**config.mk**
```make
export PLATFORM = sky130hd
export DESIGN_NAME = dma_drain_tracker
export DESIGN_NICKNAME = d
export VERILOG_FILES = /design/src/rtl/dma_trk_pkg.sv /design/src/rtl/dma_trk_slot.sv /design/src/rtl/dma_trk_pick.sv /design/src/rtl/dma_trk_count.sv /design/src/rtl/dma_drain_tracker.sv
export SDC_FILE = /design/constraint.sdc
export NUM_CORES = 1
export LEC_CHECK = 0
export ABC_AREA = 1
export BUFFER_PORTS_ARGS = -buffer_cell sky130_fd_sc_hd__buf_2
export CAP_MARGIN = 20
export CORE_MARGIN = 5
export CORE_UTILIZATION = 60
export DETAILED_ROUTE_END_ITERATION = 6
export PLACE_DENSITY = 0.77
export SLEW_MARGIN = 20
export SYNTH_ARGS = -nofsm -noshare
export SYNTH_HDL_FRONTEND = slang
export SYNTH_HIERARCHICAL = 1
export SYNTH_SLANG_ARGS = --single-unit
```
**constraint.sdc**
```tcl
create_clock -name clk -period 4.2 [get_ports clk]
set_input_delay 0.84 -clock clk [delete_from_list [all_inputs] [get_ports clk]]
set_output_delay 0.84 -clock clk [all_outputs]
set_load 0.005 [all_outputs]
```
**src/rtl/dma_trk_pkg.sv**
```systemverilog
// Shared types for the DMA completion tracker.
// Assumes nothing beyond the enum encoding being private to the block.
package dma_trk_pkg;

    typedef enum logic [1:0] {
        SLOT_IDLE   = 2'd0,
        SLOT_ACTIVE = 2'd1,
        SLOT_WAIT   = 2'd2
    } slot_state_e;

endpackage

```
**src/rtl/dma_trk_slot.sv**
```systemverilog
// One tracking slot: holds the total and progress of a transfer, then a
// countdown until its completion notice may be issued.
// Assumes alloc_i is only raised while the slot is idle and LEN_W >= SIZE_W.
module dma_trk_slot
    import dma_trk_pkg::*;
#(
    parameter int LEN_W  = 12,
    parameter int SIZE_W = 8,
    parameter int DLY_W  = 5
) (
    input  logic              clk,
    input  logic              rst_n,
    input  logic              alloc_i,
    input  logic [LEN_W-1:0]  total_i,
    input  logic [DLY_W-1:0]  delay_i,
    input  logic              rsp_hit_i,
    input  logic [SIZE_W-1:0] rsp_size_i,
    input  logic [DLY_W-1:0]  rsp_lat_i,
    input  logic              grant_i,
    output logic              busy_o,
    output logic              ready_o,
    output logic              finish_o,
    output logic              reject_o
);
    localparam int SUM_W = LEN_W + 1;
    localparam int TMR_W = DLY_W + 1;

    slot_state_e        state;
    logic [LEN_W-1:0]   total_q;
    logic [LEN_W-1:0]   recvd_q;
    logic [DLY_W-1:0]   delay_q;
    logic [TMR_W-1:0]   timer_q;
    logic [SUM_W-1:0]   sum;
    logic               receiving;

    // Progress the slot would reach with the current response.
    always_comb begin
        sum       = SUM_W'(recvd_q) + SUM_W'(rsp_size_i);
        receiving = (state == SLOT_ACTIVE);
        reject_o  = rsp_hit_i && (!receiving || (sum > SUM_W'(total_q)));
        finish_o  = rsp_hit_i && receiving && (sum == SUM_W'(total_q));
        busy_o    = (state != SLOT_IDLE);
        ready_o   = (state == SLOT_WAIT) && (timer_q == '0);
    end

    // Slot state, progress and completion countdown.
    always_ff @(posedge clk) begin
        if (!rst_n) begin
            state   <= SLOT_IDLE;
            total_q <= '0;
            recvd_q <= '0;
            delay_q <= '0;
            timer_q <= '0;
        end else begin
            unique case (state)
                SLOT_IDLE: begin
                    if (alloc_i) begin
                        state   <= SLOT_ACTIVE;
                        total_q <= total_i;
                        recvd_q <= '0;
                        delay_q <= delay_i;
                    end
                end
                SLOT_ACTIVE: begin
                    if (rsp_hit_i && !reject_o) begin
                        recvd_q <= sum[LEN_W-1:0];
                        if (finish_o) begin
                            state   <= SLOT_WAIT;
                            timer_q <= TMR_W'(rsp_lat_i) + TMR_W'(delay_q);
                        end
                    end
                end
                SLOT_WAIT: begin
                    if (grant_i) begin
                        state <= SLOT_IDLE;
                    end else if (timer_q != '0) begin
                        timer_q <= timer_q - 1'b1;
                    end
                end
                default: state <= SLOT_IDLE;
            endcase
        end
    end

endmodule

```
**src/rtl/dma_trk_pick.sv**
```systemverilog
// Fixed-priority picker: grants the lowest-numbered requesting slot.
// Assumes N equals 2**IDX_W.
module dma_trk_pick #(
    parameter int IDX_W = 3,
    localparam int N    = 1 << IDX_W
) (
    input  logic [N-1:0]     req_i,
    output logic [N-1:0]     grant_o,
    output logic             any_o,
    output logic [IDX_W-1:0] idx_o
);
    // Scan from the top so the lowest request is the one left standing.
    always_comb begin
        idx_o   = '0;
        grant_o = '0;
        any_o   = |req_i;
        for (int i = N - 1; i >= 0; i--) begin
            if (req_i[i]) idx_o = IDX_W'(i);
        end
        if (any_o) grant_o[idx_o] = 1'b1;
    end

endmodule

```
**src/rtl/dma_trk_count.sv**
```systemverilog
// Outstanding-transfer counter with a drain pulse when it falls to zero.
// Assumes dec_i is never raised while the count is zero.
module dma_trk_count #(
    parameter int CNT_W = 4
) (
    input  logic             clk,
    input  logic             rst_n,
    input  logic             inc_i,
    input  logic             dec_i,
    output logic [CNT_W-1:0] cnt_o,
    output logic             drain_o
);
    // Count transfers and flag the step that empties the count.
    always_ff @(posedge clk) begin
        if (!rst_n) begin
            cnt_o   <= '0;
            drain_o <= 1'b0;
        end else begin
            unique case ({inc_i, dec_i})
                2'b10:   cnt_o <= cnt_o + 1'b1;
                2'b01:   cnt_o <= cnt_o - 1'b1;
                default: cnt_o <= cnt_o;
            endcase
            drain_o <= dec_i && !inc_i && (cnt_o == CNT_W'(1));
        end
    end

endmodule

```
**src/rtl/dma_drain_tracker.sv**
```systemverilog
// Tracks response progress of tagged DMA transfers, issues delayed
// completion notices and a drain pulse when nothing is outstanding.
// Assumes one registration and one response at most per cycle.
module dma_drain_tracker #(
    parameter int TAG_W  = 3,
    parameter int LEN_W  = 12,
    parameter int SIZE_W = 8,
    parameter int DLY_W  = 5
) (
    input  logic              clk,
    input  logic              rst_n,
    input  logic              reg_valid,
    input  logic [TAG_W-1:0]  reg_tag,
    input  logic [LEN_W-1:0]  reg_total,
    input  logic [DLY_W-1:0]  reg_delay,
    input  logic              rsp_valid,
    input  logic [TAG_W-1:0]  rsp_tag,
    input  logic [SIZE_W-1:0] rsp_size,
    input  logic [DLY_W-1:0]  rsp_lat,
    output logic              done_valid,
    output logic [TAG_W-1:0]  done_tag,
    output logic              drain_done,
    output logic              err_overflow,
    output logic              err_alloc
);
    localparam int NUM_TAGS = 1 << TAG_W;
    localparam int CNT_W    = TAG_W + 1;

    logic [NUM_TAGS-1:0] slot_busy;
    logic [NUM_TAGS-1:0] slot_ready;
    logic [NUM_TAGS-1:0] slot_finish;
    logic [NUM_TAGS-1:0] slot_reject;
    logic [NUM_TAGS-1:0] slot_grant;
    logic                pick_any;
    logic [TAG_W-1:0]    pick_idx;
    logic                alloc_ok;
    logic                finish_any;
    logic [CNT_W-1:0]    out_cnt;

    // Accept a registration only onto a free tag with a nonzero total.
    always_comb begin
        alloc_ok   = reg_valid && !slot_busy[reg_tag] && (reg_total != '0);
        finish_any = |slot_finish;
    end

    for (genvar t = 0; t < NUM_TAGS; t++) begin : g_slot
        dma_trk_slot #(
            .LEN_W (LEN_W),
            .SIZE_W(SIZE_W),
            .DLY_W (DLY_W)
        ) u_slot (
            .clk       (clk),
            .rst_n     (rst_n),
            .alloc_i   (alloc_ok && (reg_tag == TAG_W'(t))),
            .total_i   (reg_total),
            .delay_i   (reg_delay),
            .rsp_hit_i (rsp_valid && (rsp_tag == TAG_W'(t))),
            .rsp_size_i(rsp_size),
            .rsp_lat_i (rsp_lat),
            .grant_i   (slot_grant[t]),
            .busy_o    (slot_busy[t]),
            .ready_o   (slot_ready[t]),
            .finish_o  (slot_finish[t]),
            .reject_o  (slot_reject[t])
        );
    end

    dma_trk_pick #(
        .IDX_W(TAG_W)
    ) u_pick (
        .req_i  (slot_ready),
        .grant_o(slot_grant),
        .any_o  (pick_any),
        .idx_o  (pick_idx)
    );

    dma_trk_count #(
        .CNT_W(CNT_W)
    ) u_count (
        .clk    (clk),
        .rst_n  (rst_n),
        .inc_i  (alloc_ok),
        .dec_i  (finish_any),
        .cnt_o  (out_cnt),
        .drain_o(drain_done)
    );

    // Register the completion notice and the two error pulses.
    always_ff @(posedge clk) begin
        if (!rst_n) begin
            done_valid   <= 1'b0;
            done_tag     <= '0;
            err_overflow <= 1'b0;
            err_alloc    <= 1'b0;
        end else begin
            done_valid   <= pick_any;
            done_tag     <= pick_idx;
            err_overflow <= |slot_reject;
            err_alloc    <= reg_valid && !alloc_ok;
        end
    end

endmodule

```
==> results of run 1 <==
cells in the final DEF, fill, tap and decap left out, drive strengths merged, types with 3 or more instances in the layout:
cell	synthesis	final
fa	16	16
o21a	8	8
a21o	3	3
inv	408	409
or2	8	8
nor3	31	31
nand3b	18	18
o211ai	12	12
nor2	507	507
o21bai	7	7
nand4	19	19
a2bb2oi	6	6
nand2	775	775
xor2	69	69
buf	27	280
bufinv	0	4
xnor2	32	32
clkinv	1	7
clkbuf	53	55
a21boi	11	11
nor4	14	14
o21ai	222	222
dfxtp	307	307
ha	212	212
and2	13	13
a31oi	24	24
nand3	132	132
a21oi	263	263
layer usage:
metal / global-route usage / part of all wire / routed length [µm]
met5: 0 / 0 / 0
met1: 0.380 / 0.41 / 25900
met3: 0.0440 / 0.065 / 4060
met2: 0.530 / 0.47 / 29300
met4: 0.165 / 0.057 / 3600
synthesized netlist by cell type (all sizes together):
cell type,number
fa,16
nand3b,18
ha,212
inv,408
a21o,3
xor2,69
nor3,31
clkinv,1
clkbuf,53
dfxtp,307
nor4,14
o21bai,7
o22ai,1
or2,8
and3,1
a21boi,11
a2bb2oi,6
nand4,19
nand2,775
o211ai,12
o21a,8
o21ai,222
nand3,132
a22oi,1
nor2,507
buf,27
a21oi,263
and2,13
o31ai,1
xnor2,32
a31oi,24
final cells by class:
class                           count  area share
Tap cell                          461      0.0229
Antenna cell                        2    0.000199
Clock buffer                       51      0.0405
Timing Repair Buffer              284      0.0831
Multi-Input combinational cell   2406       0.541
Sequential cell                   307       0.244
Inverter                          409      0.0611
Clock inverter                     13     0.00692
flip-flops by register name, summed over array words and instances, names as in the netlist:
register	count
done_tag	3
done_valid	1
err_alloc	1
err_overflow	1
g_slot.u_slot/delay_q	40
g_slot.u_slot/recvd_q	96
g_slot.u_slot/state	16
g_slot.u_slot/timer_q	48
g_slot.u_slot/total_q	96
u_count/cnt_o	4
u_count/drain_o	1
what timing repair did:
item                                    in CTS  in global routing
buffers inserted                             0                  2
endpoints found under the setup margin       0                  5
resized for setup                            0                 58
logic make-up (layout without fill, tap and decap cells):
kind of cell    count (synthesis)  count (layout)  synth area share
xor+xnor                      101             101            0.0412
flops                         307             307             0.286
compound gates                559             559             0.143
simple gates                 1518            1518             0.301
other cells                     0               2                 0
fa+ha+maj                     228             228             0.138
buf+inv                       489             757            0.0903
power by group through the flow:
stage	combinational [mW]	clock [mW]	sequential [mW]
2_1_floorplan	0.992	0	3.10
3_3_place_gp	1.51	0	3.12
3_5_place_dp	1.57	0	3.12
4_1_cts	1.58	3.25	3.06
5_1_grt	1.81	3.39	3.07
6_report	1.62	3.20	3.06
worst max-delay path by stage:
stage	start	endpoint	slack, ps	cells past startpoint
6_report	rsp_size[0]	u_count/cnt_o[2]	150	27
5_1_grt	rsp_size[7]	u_count/cnt_o[2]	-20	27
4_1_cts	rsp_size[2]	u_count/cnt_o[2]	80	27
3_5_place_dp	rsp_size[2]	u_count/cnt_o[2]	-450	27
3_3_place_gp	rsp_size[2]	u_count/cnt_o[2]	-290	27
2_1_floorplan	rsp_size[0]	u_count/cnt_o[2]	430	24
critical path, stage by stage:
cell	delay, ps
clkbuf_4	200
ha_2	230
fa_1	410
nand2_2	110
a21oi_4	60
nand2_1	80
nand3_2	80
nand3_2	100
xnor2_2	80
ha_1	320
nand2_1	110
nor2_2	50
nand2_1	80
nor3_2	40
nand3_1	120
nor2_1	60
nand2_1	120
inv_1	100
nor4_1	290
buf_4	150
nand2_1	80
ha_4	320
nor2_1	60
o21ai_1	140
nand2_1	90
nand2_1	90
nor2_1	60
==> results.toml, run 1 <==
[timing]
final_period_minus_worst_setup_slack_ps = 4050
fin_clk_skew_ps = 12.2
finalHoldViolCount = 0
fin_ws_ps = 145
fin_setup_tns_ps = 0
clock.fmax_ghz = 0.247
ratio_of_final_minimum_period_to_clock_period = 0.965
max-slew-margin-rel = 0.462
timing_worst_slew_pin_value_ps = 807
finalSetupViolCount = 0
timing.hold.ws_ps = 459
finalMaxSlewViolations = 0

[critical_path]
cp_data_arrival_time_ps = 4470
setup.worst_path.class = "input port to register"
reg2reg_setup_slack_ps = 410
worstReg2RegStart = "g_slot[1].u_slot/recvd_q[0]"
critical_path.max_fanout = 7
startpoint_type = "input port"
worst_ep_required_time_ps = 4610
worst-r2r-cell-count = 26
crit-reg2reg-capture = "u_count/cnt_o[2]"
endpoint_kind = "register"

[floorplanning]
floorplan.initialDensity = 0.605
placementRows = 69
floorplan.io_pins = 47
coreArea_um2 = 35500
die_width_um = 199
die_height_um = 199
die-area_um2 = 39700

[final_layout]
area_growth_from_synthesis_to_layout_pct = 17.1
layout.core_utilization = 0.708
fillerInstances = 2949
multi_input_area_um2 = 13600
final_layout_size_suffix_gt1_frac = 0.141
stdcell_area_um2 = 25100
layoutNonFillerInstCount = 3933
register_area_um2 = 6150
design.final.nets = 3713

[synthesis]
number_of_warnings_issued_by_yosys = 6
synth.ff_latch_count = 307
synth_top_area_frac = 0.286
yosysTopAreaCell = "dfxtp_1"
synth_fp_nets = 3470
syn-instance-count = 3202
fraction_of_the_yosys_area_taken_by_sequential_cells = 0.286
netlist_top_cells_area = "dfxtp_1 29%, nand2_1 13%, ha_1 12%"
post_synth.cell_area_avg_um2 = 6.71
syn_area_um2 = 21500
ys_types = 50

[power]
design_power_total_mw = 7.89
power.switching_fraction = 0.288
sequential_share_of_power = 0.388
ir_worst_vdd_mv = 0.361
p_int_mw = 5.62
power_leakage_nw = 12.0
power.clock.fraction = 0.406
netsw_mw = 2.27
comb_power_share = 0.206
power-per-cell-area_nw_per_um2 = 314

[global_route]
antenna_found_initial = 3
grt_start_max_net_pins = 111
overall_routing_resource_usage = 0.311
grt_pass1_wl_um = 100000
remaining_global_route_overflow = 0
first_global_vias = 20500

[clock_network]
ctsLongestPathBuffers = 3
cts_htree_levels = 2
cts_root_buf = "clkbuf_16"
clock_latency_ps = 520
cts_made_buffers = 37
clock_tree_from_tritoncts = "done"
cts.hold.buffers_added = 0
cts.sinks = 307
path_clk_slew_ps = 60

[hold_path]
hold_path_depth = 2
holdPathEnd = "g_slot[7].u_slot/total_q[11]"
holdCritPathClass = "register to register"
startpoint_of_the_lowest_slack_hold_path = "g_slot[7].u_slot/total_q[11]"

[placement]
dpl.cell_count = 3865
gpl.final_weighted_congestion = 0.984
portBuffers = 46
place_ws_ps = -454
placedInstanceArea_um2 = 23700
hpwl_um = 46200

[status]
violations_in_the_final_reports = "design-rule violations"
run_status = "finished with violations"

[run]
max-cap-violations = 0

[detailed_routing]
antenna_left = 0
drt-wirelength-per-cell_um = 16.0
routed_via_density = 5.46
drc = 2
drt_wl_total_um = 62900
detailroute.via_count = 21500
drt-initial-drc-count = 1541
detailedRoute.firstPassIterationCount = 7
No activity file was read; power rests on OpenSTA's default activity.
==> run 2: changes to the inputs <==
--- a/config.mk
+++ b/config.mk
@@ -7,11 +7,10 @@
 export LEC_CHECK = 0
 export ABC_AREA = 1
 export BUFFER_PORTS_ARGS = -buffer_cell sky130_fd_sc_hd__buf_2
-export CAP_MARGIN = 20
 export CORE_MARGIN = 5
 export CORE_UTILIZATION = 60
 export DETAILED_ROUTE_END_ITERATION = 6
-export PLACE_DENSITY = 0.77
+export PLACE_DENSITY_LB_ADDON = 0.2
 export SLEW_MARGIN = 20
 export SYNTH_ARGS = -nofsm -noshare
 export SYNTH_HDL_FRONTEND = slang
==> results.toml, run 2 (synthesis gave the netlist of run 1 again) <==
[floorplanning]
placementRows = 69
die-area_um2 = 39700
die_width_um = 199
floorplan.io_pins = 47
floorplan.initialDensity = 0.605
die_height_um = 199
coreArea_um2 = 35500

[timing]
clock.fmax_ghz = 0.255
max-slew-margin-rel = 0.477
finalHoldViolCount = 0
fin_setup_tns_ps = 0
timing_worst_slew_pin_value_ps = 784
final_period_minus_worst_setup_slack_ps = 3920
finalSetupViolCount = 0
ratio_of_final_minimum_period_to_clock_period = 0.933
finalMaxSlewViolations = 0
fin_clk_skew_ps = 17.5

[status]
run_status = "finished, final reports clean"

[clock_network]
ctsLongestPathBuffers = 3
cts_root_buf = "clkbuf_16"
clock_tree_from_tritoncts = "done"
clock_latency_ps = 530
path_clk_slew_ps = 50
cts_htree_levels = 2
cts.sinks = 307
cts_made_buffers = 37

[detailed_routing]
drt-wirelength-per-cell_um = 16.0
wl_met2_um = 28600
route.top_layer_used = "met5"
detail_route.wirelength.met1_um = 26100
detailroute.via_count = 21400
antenna_left = 0
drt_wl_total_um = 62600
routed_via_density = 5.46
drt-initial-drc-count = 1430
drc = 0
detailedRoute.firstPassIterationCount = 6
route.met3.wl_um = 3980

[critical_path]
crit_slowest_cell = "ha_1"
critical_path.max_fanout = 5
startpoint_type = "input port"
setup.worst_path.class = "input port to register"
max_stage_delay_ps = 430
worst_ep_required_time_ps = 4610
path_buf_inv = 3
cp_top_family = "simple AND/OR/NAND/NOR gates"
timing.critical_path.from = "rsp_size[7]"
endpoint_kind = "register"
reg2reg_setup_slack_ps = 510
cp_data_arrival_time_ps = 4320
critPathMostFrequentCell = "nand2_1"
worstReg2RegStart = "g_slot[0].u_slot/recvd_q[0]"

[power]
power.switching_fraction = 0.289
sequential_share_of_power = 0.391
comb_power_share = 0.206
power.clock.fraction = 0.403
p_int_mw = 5.56
power-per-cell-area_nw_per_um2 = 313
netsw_mw = 2.26
ir_worst_vdd_mv = 0.402
power_leakage_nw = 11.9

[hold_path]
holdCritPathClass = "register to register"
startpoint_of_the_lowest_slack_hold_path = "g_slot[6].u_slot/total_q[7]"

[final_layout]
fillerInstances = 3029
most-common-layout-cells = "723 x nand2_1, 488 x nor2_1, 400 x inv_1"
area_growth_from_synthesis_to_layout_pct = 16.5
design.final.nets = 3701
commonest_non_fill_non_tap_cell_in_the_layout = "nand2_1"
final_layout_size_suffix_gt1_frac = 0.137
reg.largest.list = "g_slot.u_slot/recvd_q x96, g_slot.u_slot/total_q x96, g_slot.u_slot/timer_q x48"
stdcell_area_um2 = 25000

[global_route]
remaining_global_route_overflow = 0
overall_routing_resource_usage = 0.309
first_global_vias = 20500
grt_start_max_net_pins = 121
grt_pass1_wl_um = 99800
antenna_found_initial = 6

[placement]
hpwl_um = 46100
portBuffers = 46
gpl.final_weighted_congestion = 0.991
placedInstanceArea_um2 = 23600

[run]
max-cap-violations = 0
==> run 2: power by group through the flow <==
stage | registers, mW | clock network, mW | logic (mW)
after global placement | 3.12 | 0 | 1.49
after floorplan | 3.10 | 0 | 0.992
after global routing | 3.07 | 3.32 | 1.80
final | 3.06 | 3.16 | 1.61
after CTS | 3.06 | 3.21 | 1.56
after detailed placement | 3.12 | 0 | 1.55
==> run 2: stage by stage <==
stage / hold WS (ps) / utilization / power (mW) / cells / setup slack [ps]
after CTS: 461 / 0.698 / 7.83 / 3914 / 116
after global placement: 447 / 0.665 / 4.61 / 3852 / -247
after floorplan: 435 / - / 4.09 / 3202 / 434
after global routing: 472 / 0.705 / 8.19 / 3920 / -6.49
after detailed placement: 453 / 0.665 / 4.67 / 3852 / -397
final: 459 / 0.705 / 7.82 / 3920 / 283
==> run 2: worst paths after layout <==
kind / cells after the start / end
setup / recovery: 26 / u_count/cnt_o[2]
hold / removal: 2 / g_slot[6].u_slot/total_q[7]
setup reg to reg: 28 / u_count/cnt_o[3]
hold reg to reg: 2 / g_slot[6].u_slot/total_q[7]
==> run 2: layout make-up <==
type / instances / area, µm² / share of cell area
Tap cell: 461 / 577 / 0.0231
Inverter: 409 / 1540 / 0.0614
Multi-Input combinational cell: 2406 / 13600 / 0.543
Clock buffer: 47 / 1020 / 0.0409
Timing Repair Buffer: 272 / 2000 / 0.0798
Antenna cell: 3 / 7.51 / 0.000300
Sequential cell: 307 / 6150 / 0.246
Clock inverter: 15 / 156 / 0.00625
==> run 2: tightest hold or removal path, delay by kind of cell (launching register included) <==
family / cells / cell delay, ps
buffers and inverters: 1 / 60
AO/OA/AOI/OAI: 1 / 60
flip-flops: 1 / 290
==> run 2: layer usage <==
layer / up-vias / GRT usage
met5: - / 0
li1: 10800 / -
met1: 9706 / 0.390
met4: 4 / 0.160
met3: 221 / 0.0408
met2: 722 / 0.517
==> run 2: timing repair <==
action / 4_1_cts / 5_1_grt
setup endpoints to repair: 0 / 9
hold buffers: 0 / 0
resized for setup: 0 / 59
setup buffers: 0 / 3
==> run 3: changes to the inputs <==
--- a/config.mk
+++ b/config.mk
@@ -6,10 +6,11 @@
 export NUM_CORES = 1
 export LEC_CHECK = 0
 export ABC_AREA = 1
-export BUFFER_PORTS_ARGS = -buffer_cell sky130_fd_sc_hd__buf_2
 export CORE_MARGIN = 5
 export CORE_UTILIZATION = 60
+export CTS_BUF_LIST = sky130_fd_sc_hd__clkbuf_4 sky130_fd_sc_hd__clkbuf_8 sky130_fd_sc_hd__clkbuf_16
 export DETAILED_ROUTE_END_ITERATION = 6
+export DONT_BUFFER_PORTS = 1
 export PLACE_DENSITY_LB_ADDON = 0.2
 export SLEW_MARGIN = 20
 export SYNTH_ARGS = -nofsm -noshare
==> results.toml, run 3 (synthesis gave the netlist of run 1 again) <==
[detailed_routing]
drt_wl_total_um = 59000
antenna_left = 0
detailedRoute.firstPassIterationCount = 5
drt-wirelength-per-cell_um = 15.7
drc = 0
detailroute.via_count = 20400
drt-initial-drc-count = 1214
route.top_layer_used = "met5"
detail_route.wirelength.met1_um = 25100
wl_met2_um = 27400
routed_via_density = 5.42
route.met3.wl_um = 3910

[floorplanning]
floorplan.initialDensity = 0.605
floorplan.io_pins = 47
die-area_um2 = 39700
die_width_um = 199
coreArea_um2 = 35500
die_height_um = 199
placementRows = 69

[final_layout]
reg.largest.list = "g_slot.u_slot/recvd_q x96, g_slot.u_slot/total_q x96, g_slot.u_slot/timer_q x48"
most-common-layout-cells = "725 x nand2_1, 495 x nor2_1, 400 x inv_1"
commonest_non_fill_non_tap_cell_in_the_layout = "nand2_1"
final_layout_size_suffix_gt1_frac = 0.0844
layout.core_utilization = 0.668
area_growth_from_synthesis_to_layout_pct = 10.4
fillerInstances = 3151
design.final.nets = 3531
antennaDiodeCount = 0

[critical_path]
crit-reg2reg-capture = "u_count/cnt_o[1]"
critical_path.cell_chain = "ha_1 -> a21oi_1 -> o21ai_0 -> nand2_1 -> nand3_1 -> nand3_1 -> xor2_1 -> ha_1 -> and3_1 -> nand4_2 -> nor2_1 -> inv_1 -> nor2_1 -> nor4_1 -> buf_4 -> nand2_1 -> ha_2 -> buf_4 -> o211ai_1 -> inv_1"
worstReg2RegStart = "g_slot[3].u_slot/recvd_q[2]"
crit_slowest_cell = "ha_1"
cp_data_arrival_time_ps = 4270
critical_path.max_fanout = 5
endpoint_kind = "register"
worst-r2r-cell-count = 20
startpoint_type = "register"
setup.worst_path.class = "register to register"
worst_ep_required_time_ps = 4630
reg2reg_setup_slack_ps = 360
max_stage_delay_ps = 370

[run]
max-cap-violations = 0

[global_route]
antenna_found_initial = 2
first_global_vias = 19100
remaining_global_route_overflow = 0
overall_routing_resource_usage = 0.295
grt_pass1_wl_um = 94800
grt_start_max_net_pins = 298

[clock_network]
post_cts.resized_instances = 0
cts.sinks = 307
clock_tree_from_tritoncts = "done"
cts_setup_buffers = 0
ctsLongestPathBuffers = 3
path_clk_slew_ps = 60
cts_root_buf = "clkbuf_16"
clock_latency_ps = 570
cts_made_buffers = 37
cts.hold.buffers_added = 0
cts_htree_levels = 2

[hold_path]
startpoint_of_the_lowest_slack_hold_path = "rst_n"
holdPathEnd = "u_count/cnt_o[2]"
holdCritPathClass = "input port to register"
hold_path_depth = 2

[timing]
finalMaxSlewViolations = 0
max-slew-margin-rel = 0.464
ratio_of_final_minimum_period_to_clock_period = 0.915
fin_clk_skew_ps = 33.5
finalSetupViolCount = 0
final_period_minus_worst_setup_slack_ps = 3840
clock.fmax_ghz = 0.260
timing_worst_slew_pin_value_ps = 802
finalHoldViolCount = 0
rsz0062_at_grt = "no"

[placement]
hpwl_um = 42200
gpl.final_weighted_congestion = 0.946
portBuffers = 0

[power]
power-per-cell-area_nw_per_um2 = 326
ir_worst_vdd_mv = 0.335
power_leakage_nw = 11.2
design_power_total_mw = 7.72

[status]
run_status = "finished, final reports clean"
-- run 3: cell types whose count changed in the layout (fill, tap and decap cells not counted), sizes merged --
| cell | delta |
|---|---|
| clkinv | +1 |
| inv | +1 |
| diode | -3 |
| buf | -167 |
| clkbuf | +1 |
| bufinv | +1 |
| clkinvlp | -1 |
-- run 3: how the worst max path moves through the flow --
| stage | start | end | slack (ps) | cells past startpoint |
|---|---|---|---|---|
| 5_1_grt | g_slot[1].u_slot/recvd_q[2] | u_count/cnt_o[2] | 20 | 25 |
| 3_3_place_gp | rsp_size[0] | u_count/cnt_o[1] | -90 | 24 |
| 4_1_cts | g_slot[1].u_slot/recvd_q[0] | u_count/cnt_o[1] | 320 | 24 |
| 6_report | g_slot[3].u_slot/recvd_q[2] | u_count/cnt_o[1] | 360 | 20 |
| 3_5_place_dp | rsp_size[0] | u_count/cnt_o[1] | -180 | 24 |
| 2_1_floorplan | rsp_size[0] | u_count/cnt_o[2] | 430 | 24 |
-- run 3: area by class of cell --
class                   instances  area (µm²)  share of cell area
well taps                     461         577              0.0243
flip-flops and latches        307        6150               0.259
multi-input cells            2406       13400               0.565
repair buffers                102         766              0.0323
clock inverters                17         189             0.00797
inverters                     409        1540              0.0648
clock buffers                  51        1100              0.0463
-- run 3: worst max-delay path, delay by kind of cell, from the launching register on --
family / cells / cell delay, ps
compound gates: 3 / 520
xor+xnor: 1 / 170
fa+ha+maj: 3 / 1010
buf+inv: 4 / 420
flops: 1 / 320
simple gates: 9 / 1260
-- run 3: power breakdown --
part / switching [mW] / internal [mW] / total (mW)
Combinational: 0.748 / 0.532 / 1.28
Sequential: 0.0534 / 3.00 / 3.06
Clock: 1.31 / 2.08 / 3.39
Total: 2.11 / 5.61 / 7.72
-- run 3: routing by layer --
layer,track usage,up-vias
li1,-,10400
met4,0.133,2
met2,0.498,529
met1,0.372,9240
met5,0,-
met3,0.0475,148
-- run 3: per-stage QoR --
step	TNS (ps)	setup slack, ps	instance area [µm²]	hold slack, ps	cells
2_1_floorplan	0	434	21500	435	3202
4_1_cts	0	324	23700	413	3753
3_3_place_gp	-213	-90.1	22400	446	3685
6_report	0	359	23700	431	3753
3_5_place_dp	-524	-175	22400	450	3685
5_1_grt	0	20.7	23700	430	3753
